**src/rtl/prx_pkg.sv**
```systemverilog
package prx_pkg;
    localparam int unsigned IN_W = 3;
    localparam int unsigned IDX_EN  = 2;
    localparam int unsigned IDX_REQ = 1;
    localparam int unsigned IDX_AI  = 0;

    typedef enum logic [2:0] {
        ST_IDLE    = 3'd0,
        ST_PAUSE   = 3'd1,
        ST_GRANT   = 3'd2,
        ST_RELEASE = 3'd3,
        ST_HOLD    = 3'd4
    } prx_state_e;

    typedef struct packed {
        logic pause_req;
        logic rmt_ack;
        logic xfer_done;
    } prx_out_s;
endpackage

```
**src/rtl/prx_sync.sv**
```systemverilog
module prx_sync #(
    parameter int unsigned WIDTH  = 3,
    parameter int unsigned STAGES = 2
) (
    input  logic             clk,
    input  logic             rst_n,
    input  logic [WIDTH-1:0] d,
    output logic [WIDTH-1:0] q
);
    localparam int unsigned LAST = STAGES - 1;

    logic [WIDTH-1:0] stg [STAGES];

    for (genvar g = 0; g < STAGES; g++) begin : g_stage
        if (g == 0) begin : g_first
            always_ff @(posedge clk or negedge rst_n) begin
                if (!rst_n) stg[g] <= '0;
                else        stg[g] <= d;
            end
        end else begin : g_next
            always_ff @(posedge clk or negedge rst_n) begin
                if (!rst_n) stg[g] <= '0;
                else        stg[g] <= stg[g-1];
            end
        end
    end

    assign q = stg[LAST];
endmodule

```
**src/rtl/prx_fsm.sv**
```systemverilog
module prx_fsm
    import prx_pkg::*;
(
    input  logic     clk,
    input  logic     rst_n,
    input  logic     en_s,
    input  logic     req_s,
    input  logic     ai_s,
    output prx_out_s outs,
    output logic     err_q
);
    prx_state_e state_q, state_d;
    logic       bad_seq;

    always_ff @(posedge clk or negedge rst_n) begin
        if (!rst_n) state_q <= ST_IDLE;
        else        state_q <= state_d;
    end

    always_comb begin
        state_d = state_q;
        bad_seq = 1'b0;
        unique case (state_q)
            ST_IDLE: begin
                bad_seq = ai_s;
                if (en_s && req_s) state_d = ST_PAUSE;
            end
            ST_PAUSE: begin
                bad_seq = !req_s || !en_s;
                if (ai_s) state_d = ST_GRANT;
            end
            ST_GRANT: begin
                bad_seq = !ai_s || !en_s;
                if (!req_s) state_d = ST_RELEASE;
            end
            ST_RELEASE: begin
                bad_seq = req_s || !en_s;
                if (!ai_s) state_d = ST_HOLD;
            end
            ST_HOLD: begin
                bad_seq = ai_s;
                if (!en_s) state_d = ST_IDLE;
            end
            default: state_d = ST_IDLE;
        endcase
    end

    always_comb begin
        outs = '0;
        unique case (state_q)
            ST_IDLE:    outs = '0;
            ST_PAUSE:   outs.pause_req = 1'b1;
            ST_GRANT: begin
                outs.pause_req = 1'b1;
                outs.rmt_ack   = 1'b1;
                outs.xfer_done = 1'b1;
            end
            ST_RELEASE: begin
                outs.rmt_ack   = 1'b1;
                outs.xfer_done = 1'b1;
            end
            ST_HOLD:    outs.xfer_done = 1'b1;
            default:    outs = '0;
        endcase
    end

    always_ff @(posedge clk or negedge rst_n) begin
        if (!rst_n) err_q <= 1'b0;
        else        err_q <= err_q | bad_seq;
    end
endmodule

```
**src/rtl/prx_port.sv**
```systemverilog
module prx_port
    import prx_pkg::*;
#(
    parameter int unsigned SYNC_STAGES = 2
) (
    input  logic clk,
    input  logic rst_n,
    input  logic port_en,
    input  logic rmt_req,
    input  logic pause_ack,
    output logic pause_req,
    output logic rmt_ack,
    output logic xfer_done,
    output logic seq_err
);
    logic [IN_W-1:0] raw_in;
    logic [IN_W-1:0] sync_in;
    logic            en_s, req_s, ai_s;
    prx_out_s        outs;

    assign raw_in[IDX_EN]  = port_en;
    assign raw_in[IDX_REQ] = rmt_req;
    assign raw_in[IDX_AI]  = pause_ack;

    prx_sync #(.WIDTH(IN_W), .STAGES(SYNC_STAGES)) u_sync (
        .clk   (clk),
        .rst_n (rst_n),
        .d     (raw_in),
        .q     (sync_in)
    );

    assign en_s  = sync_in[IDX_EN];
    assign req_s = sync_in[IDX_REQ];
    assign ai_s  = sync_in[IDX_AI];

    prx_fsm u_fsm (
        .clk   (clk),
        .rst_n (rst_n),
        .en_s  (en_s),
        .req_s (req_s),
        .ai_s  (ai_s),
        .outs  (outs),
        .err_q (seq_err)
    );

    assign pause_req = outs.pause_req;
    assign rmt_ack   = outs.rmt_ack;
    assign xfer_done = outs.xfer_done;
endmodule

```
**config.mk**
```make
export PLATFORM = sky130hd
export DESIGN_NAME = prx_port
export DESIGN_NICKNAME = d
export VERILOG_FILES = /design/src/rtl/prx_pkg.sv /design/src/rtl/prx_sync.sv /design/src/rtl/prx_fsm.sv /design/src/rtl/prx_port.sv
export SDC_FILE = /design/constraint.sdc
export NUM_CORES = 1
export LEC_CHECK = 0
export BUFFER_PORTS_ARGS = -buffer_cell sky130_fd_sc_hd__buf_2
export CAP_MARGIN = 20
export CORE_AREA = 2 2 39 41
export DETAILED_ROUTE_END_ITERATION = 10
export DIE_AREA = 0 0 41 43
export PLACE_DENSITY_LB_ADDON = 0.3
export SYNTH_ARGS = -nofsm -noshare
export SYNTH_HDL_FRONTEND = slang
export SYNTH_SLANG_ARGS = --single-unit
```
**constraint.sdc**
```tcl
create_clock -name clk -period 1.2 [get_ports clk]
set_input_delay 0.18 -clock clk [delete_from_list [all_inputs] [get_ports clk]]
set_output_delay 0.18 -clock clk [all_outputs]
set_load 0.02 [all_outputs]
```
# Word level (Yosys, flattened, before mapping)
# Index checks and enable logic that the tools add are counted.
[totals]
regBits = 10
in_bits = 5
out_inout_bits = 4
word_cells = 37
[op_classes]
n_eq_ne = 9
n_mux = 10
n_bitwise = 1
n_reduce_logical = 13
[ops]
columns = ["op", "count"]
rows = [
  ["two-way mux 3 bit", 5],
  ["case mux 3 bit (5 select lines)", 1],
  ["!= test 2 bit (second input constant)", 4],
  ["equality test 3 x 2 -> 1 bit (second input constant)", 2],
  ["OR reduction 2 bit", 3],
  ["AND reduction 5 bit", 1],
  ["case mux 1 bit (4 select lines)", 1],
  ["equality test 3 x 1 -> 1 bit (second input constant)", 1],
  ["equality test 3 bit (second input constant)", 1],
  ["zero test 1 bit", 3],
  ["zero test 3 bit", 1],
  ["logical OR 1 bit", 3],
  ["two-way mux 1 bit", 3],
  ["OR reduction 3 bit", 1],
  ["!= test 2 x 1 -> 1 bit (second input constant)", 1],
  ["logical AND 1 bit", 1],
  ["OR 1 bit", 1],
]

# Longest topological paths before layout
[depth]
depth_word = 4
mapped_depth = 4

# Modules after synthesis
# A second synthesis with hierarchy kept.
[unflattened]
hier_cells = 35
hier_area_um2 = 439.2
[by_module_without_submodules]
columns = ["mod", "instances", "cells_per_inst", "area_each_um2", "seq_area_each_um2"]
rows = [
  ["prx_fsm", 1, 26, 266.5, 100.1],
  ["prx_sync", 1, 9, 172.7, 150.1],
]

# Worst setup path before layout
# OpenSTA, ideal clock, no wires.
[synth_timing]
path_kind = "register -> output"
from = "register u_fsm.state_q[1]"
to = "output port xfer_done"
t_arrival_ns = 0.983
slack_ns = 0.037
path_stages_with_launch = 4
path_buffers = 1
cell_sequence = "dfrtp_1 > buf_2 > nor2b_2 > a21o_1"
[synth_between]
elab_chain_cells = 3
elab_cells_between_ends = 5
[synth_lines]
columns = ["item", "line_no", "rtl"]
rows = [
  ["start, declared", "prx_fsm.sv:12", "prx_state_e state_q, state_d;"],
  ["start signal, assigned", "prx_fsm.sv:17", "else state_q <= state_d;"],
  ["equality test 3 x 2 -> 1 bit / equality test 3 bit (equally long branches)", "prx_fsm.sv:50", "unique case (state_q)"],
  ["OR reduction 3 bit (no source line) *", "-", ""],
  ["two-way mux 1 bit *", "prx_fsm.sv:50", ""],
  ["end, declared", "prx_port.sv:13", "output logic xfer_done,"],
]
# Mark *: on every way between the ends. The rest lies on a longest branch, timed or not.

# Final worst setup path
# Same ends and word-level chain as after synthesis.

==> flow_metrics.py <==
metrics = {
    "timing": {
        "grt_setup_unrepaired": "true",
        "slew_headroom": 0.863,
        "fmax_mhz": 768,
        "max_slew.worst_pin.slew_ns": 0.203,
        "finalSetupViolCount": 2,
        "period_needed_ns": 1.30,
        "finClkSkew_ns": 0.00421,
        "fin_ws_ns": -0.102,
        "hold_violations": 0,
        "post-route-period-util": 1.08,
        "fin_setup_tns_ns": -0.165,
        "maxSlewViolCount": 0,
    },
    "grt": {
        "track_usage": 0.0941,
        "grt_pass1_vias": 268,
        "antenna_found_initial": 0,
        "grt_first_pass_wirelength_mm": 1.03,
        "gr-usage-met2": 0.116,
        "grt_max_degree": 11,
        "grt_use_met1": 0.116,
        "grt_busiest_layer": "met1",
        "use_met3": 0.0314,
        "gr-total-overflow": 0,
    },
    "place": {
        "dp.cells": 56,
        "portBuffers": 8,
        "dpl.hpwl_um": 454,
        "gp_congestion": 0.669,
    },
    "clock_tree": {
        "htreeDepth": 1,
        "clock_latency_ns": 0.26,
        "cts_tree": "built",
        "cts_root_buffer": "clkbuf_4",
        "max-clock-path-buffers": 2,
        "clkSinkCount": 10,
        "path_clk_slew_ns": 0.06,
        "cts_buffers": 3,
    },
    "worst_setup_path": {
        "worst_path_max_delay_cell": "dfrtp_2",
        "reg2reg_slack_ns": 0.05,
        "path_cells": "nor2b_4, a21o_1, buf_6",
        "setup.worst_path.end_class": "output pin",
        "rr_worst_depth": 3,
        "cp_slowest_stage_delay_ns": 0.44,
        "crit_required_ns": 1.02,
        "cp.arrival_ns": 1.12,
        "crit_type": "reg2out",
        "cp_top_family": "flip-flops",
        "r2r_start": "u_fsm.state_q[0]$_DFFE_PN0P_",
        "crit_buf_inv": 1,
        "cp.depth": 3,
        "r2r_end": "u_fsm.state_q[0]$_DFFE_PN0P_",
        "worst_setup_path_start_kind": "flip-flop",
        "crit_path_max_fanout": 5,
    },
    "synth": {
        "synth_seq_area_share": 0.619,
        "synth.area.top_cells": "dfrtp_1 62%, nor2_1 4.6%, a21oi_1 3.7%, a221oi_2 3.7%, buf_6 2.8%",
        "ys_warn_count": 0,
        "synth_seq_cells": 10,
        "synth_top_area_share": 0.619,
        "synthesis.nets": 38,
        "yosysMostFrequentCell": "dfrtp_1",
        "synth_area_leader_cell": "dfrtp_1",
        "synth-edff-count": 0,
        "yosys-top-cells-count": "10 x dfrtp_1, 5 x nor2_1, 3 x a21oi_1, 2 x nand2_1",
        "syn_area_per_cell_um2": 12.2,
        "ys_types": 17,
        "syn-instance-count": 33,
        "ys.flop_type": "dfrtp_1",
        "synth_area_um2": 404,
        "async_reset_ff_frac": 1.00,
    },
    "detailed_routing": {
        "avgRoutedWirePerCell_um": 10.0,
        "antenna_left": 0,
        "drc": 0,
        "routed_via_density": 4.32,
        "wl_um": 662,
        "drt-initial-drc-count": 0,
        "dr.pass1.iters": 1,
        "via_count": 285,
    },
    "power_and_ir_drop": {
        "switching_share": 0.340,
        "power_frac_comb": 0.463,
        "p_seq_frac": 0.338,
        "clockPowerShare": 0.198,
        "power.leakage_nw": 0.263,
        "p_int_uw": 957,
        "p_switching_uw": 493,
        "ir_drop_mv": 0.844,
        "cellPowerDensity_nw_per_um2": 2560,
    },
    "layout": {
        "drive_above_1_share": 0.500,
        "syn2layout_area_growth_pct": 39.9,
        "final_cells": 66,
        "fillCellCount": 140,
        "antenna_cells": 0,
        "final_nets": 56,
    },
    "floorplan": {
        "fp-row-count": 14,
        "design.core.area_um2": 1380,
        "start_util": 0.292,
        "die_x_um": 41,
        "die_y_um": 43,
        "io_pins": 9,
        "dieArea_um2": 1760,
    },
    "job": {
        "drv_cap": 0,
    },
    "status": {
        "status": "finished with violations",
        "violations": "negative setup slack",
    },
    "worst_hold_path": {
        "hold-path-cell-count": 1,
        "hold_end": "u_sync.stg[4]$_DFF_PN0_",
        "min_path_type": "in2reg",
        "min_from": "rmt_req",
    },
}
[repair_timing]
item	CTS	global route
buffers inserted	3	2
gates cloned	0	0
hold endpoints to repair	10	0
pin swaps	0	2
hold buffers	1	0
gates resized for setup	8	2
endpoints found under the setup margin	3	4
[cell families (layout without fill, tap and decap cells)]
| group | after synthesis | count (layout) | share of synthesized area |
|---|---|---|---|
| buffers and inverters | 2 | 19 | 0.0402 |
| DFF | 10 | 10 | 0.619 |
| xor gates and xnor gates | 1 | 1 | 0.0217 |
| muxes | 1 | 1 | 0.0248 |
| AOI/OAI and AO/OA | 7 | 7 | 0.136 |
| and+or+nand+nor | 12 | 12 | 0.158 |
[cells in the final DEF, fill, tap and decap left out, drive strengths merged]
cell type and instances:
dlygate4sd3 1, buf 14, xnor2 1, nand3b 1, a21o 1, o31ai 1
a32o 1, clkbuf 4, a221oi 1, mux2i 1, nor2b 2, nor2 5
nand2 2, dfrtp 10, nand4b 1, or2 1, a21oi 3
[worst max path at each step]
stage	from	to	slack [ns]
after detailed placement	u_fsm.state_q[0]$_DFFE_PN0P_	xfer_done	0.08
after CTS	u_fsm.state_q[1]$_DFFE_PN0P_	xfer_done	-0.12
after floorplan	u_fsm.state_q[1]$_DFFE_PN0P_	xfer_done	0.04
after global routing	u_fsm.state_q[1]$_DFFE_PN0P_	xfer_done	-0.14
after global placement	u_fsm.state_q[1]$_DFFE_PN0P_	xfer_done	0.09
final	u_fsm.state_q[1]$_DFFE_PN0P_	xfer_done	-0.10
[state kept, by name, summed over array words and instances, names as in the netlist]
signal and cells:
u_fsm.err_q 1, u_fsm.state_q 3, u_sync.q 3, u_sync.stg 3
[per-layer routing]
metal  wire, µm  part of all wire
met5          0                 0
met4          0                 0
met3         23             0.035
met2        302              0.46
met1        337              0.51
[power groups by stage]
stage,Clock (mW),Sequential (mW),Combinational [mW]
2_1_floorplan,0,0.427,0.429
3_3_place_gp,0,0.499,0.457
3_5_place_dp,0,0.500,0.459
4_1_cts,0.304,0.486,0.621
5_1_grt,0.321,0.499,0.730
6_report,0.287,0.491,0.672
[layout make-up]
type / instances / area, µm² / share of cell area
clock buffer: 4 / 36.3 / 0.0642
multi-input combinational: 21 / 148 / 0.261
sequential: 10 / 254 / 0.449
tap: 16 / 20.0 / 0.0354
timing repair buffer: 15 / 108 / 0.190
[stage by stage]
step	worst slack, ns	cell area [µm²]	hold slack [ns]	util	total power [mW]
CTS	-0.120	544	0.0123	0.393	1.41
finish	-0.102	566	0.0244	0.409	1.45
global placement	0.0946	455	0.0436	0.329	0.956
floorplan	0.0366	404	-0.116	-	0.856
detailed placement	0.0792	455	0.0457	0.329	0.959
global route	-0.142	566	0.000119	0.409	1.55
[worst reg2reg max path, stage by stage, from the launching register on]
cell and delay [ns]:
dfrtp_2 0.45, buf_6 0.14, or2_1 0.23, a221oi_2 0.23
No activity file was read; power rests on OpenSTA's default activity.
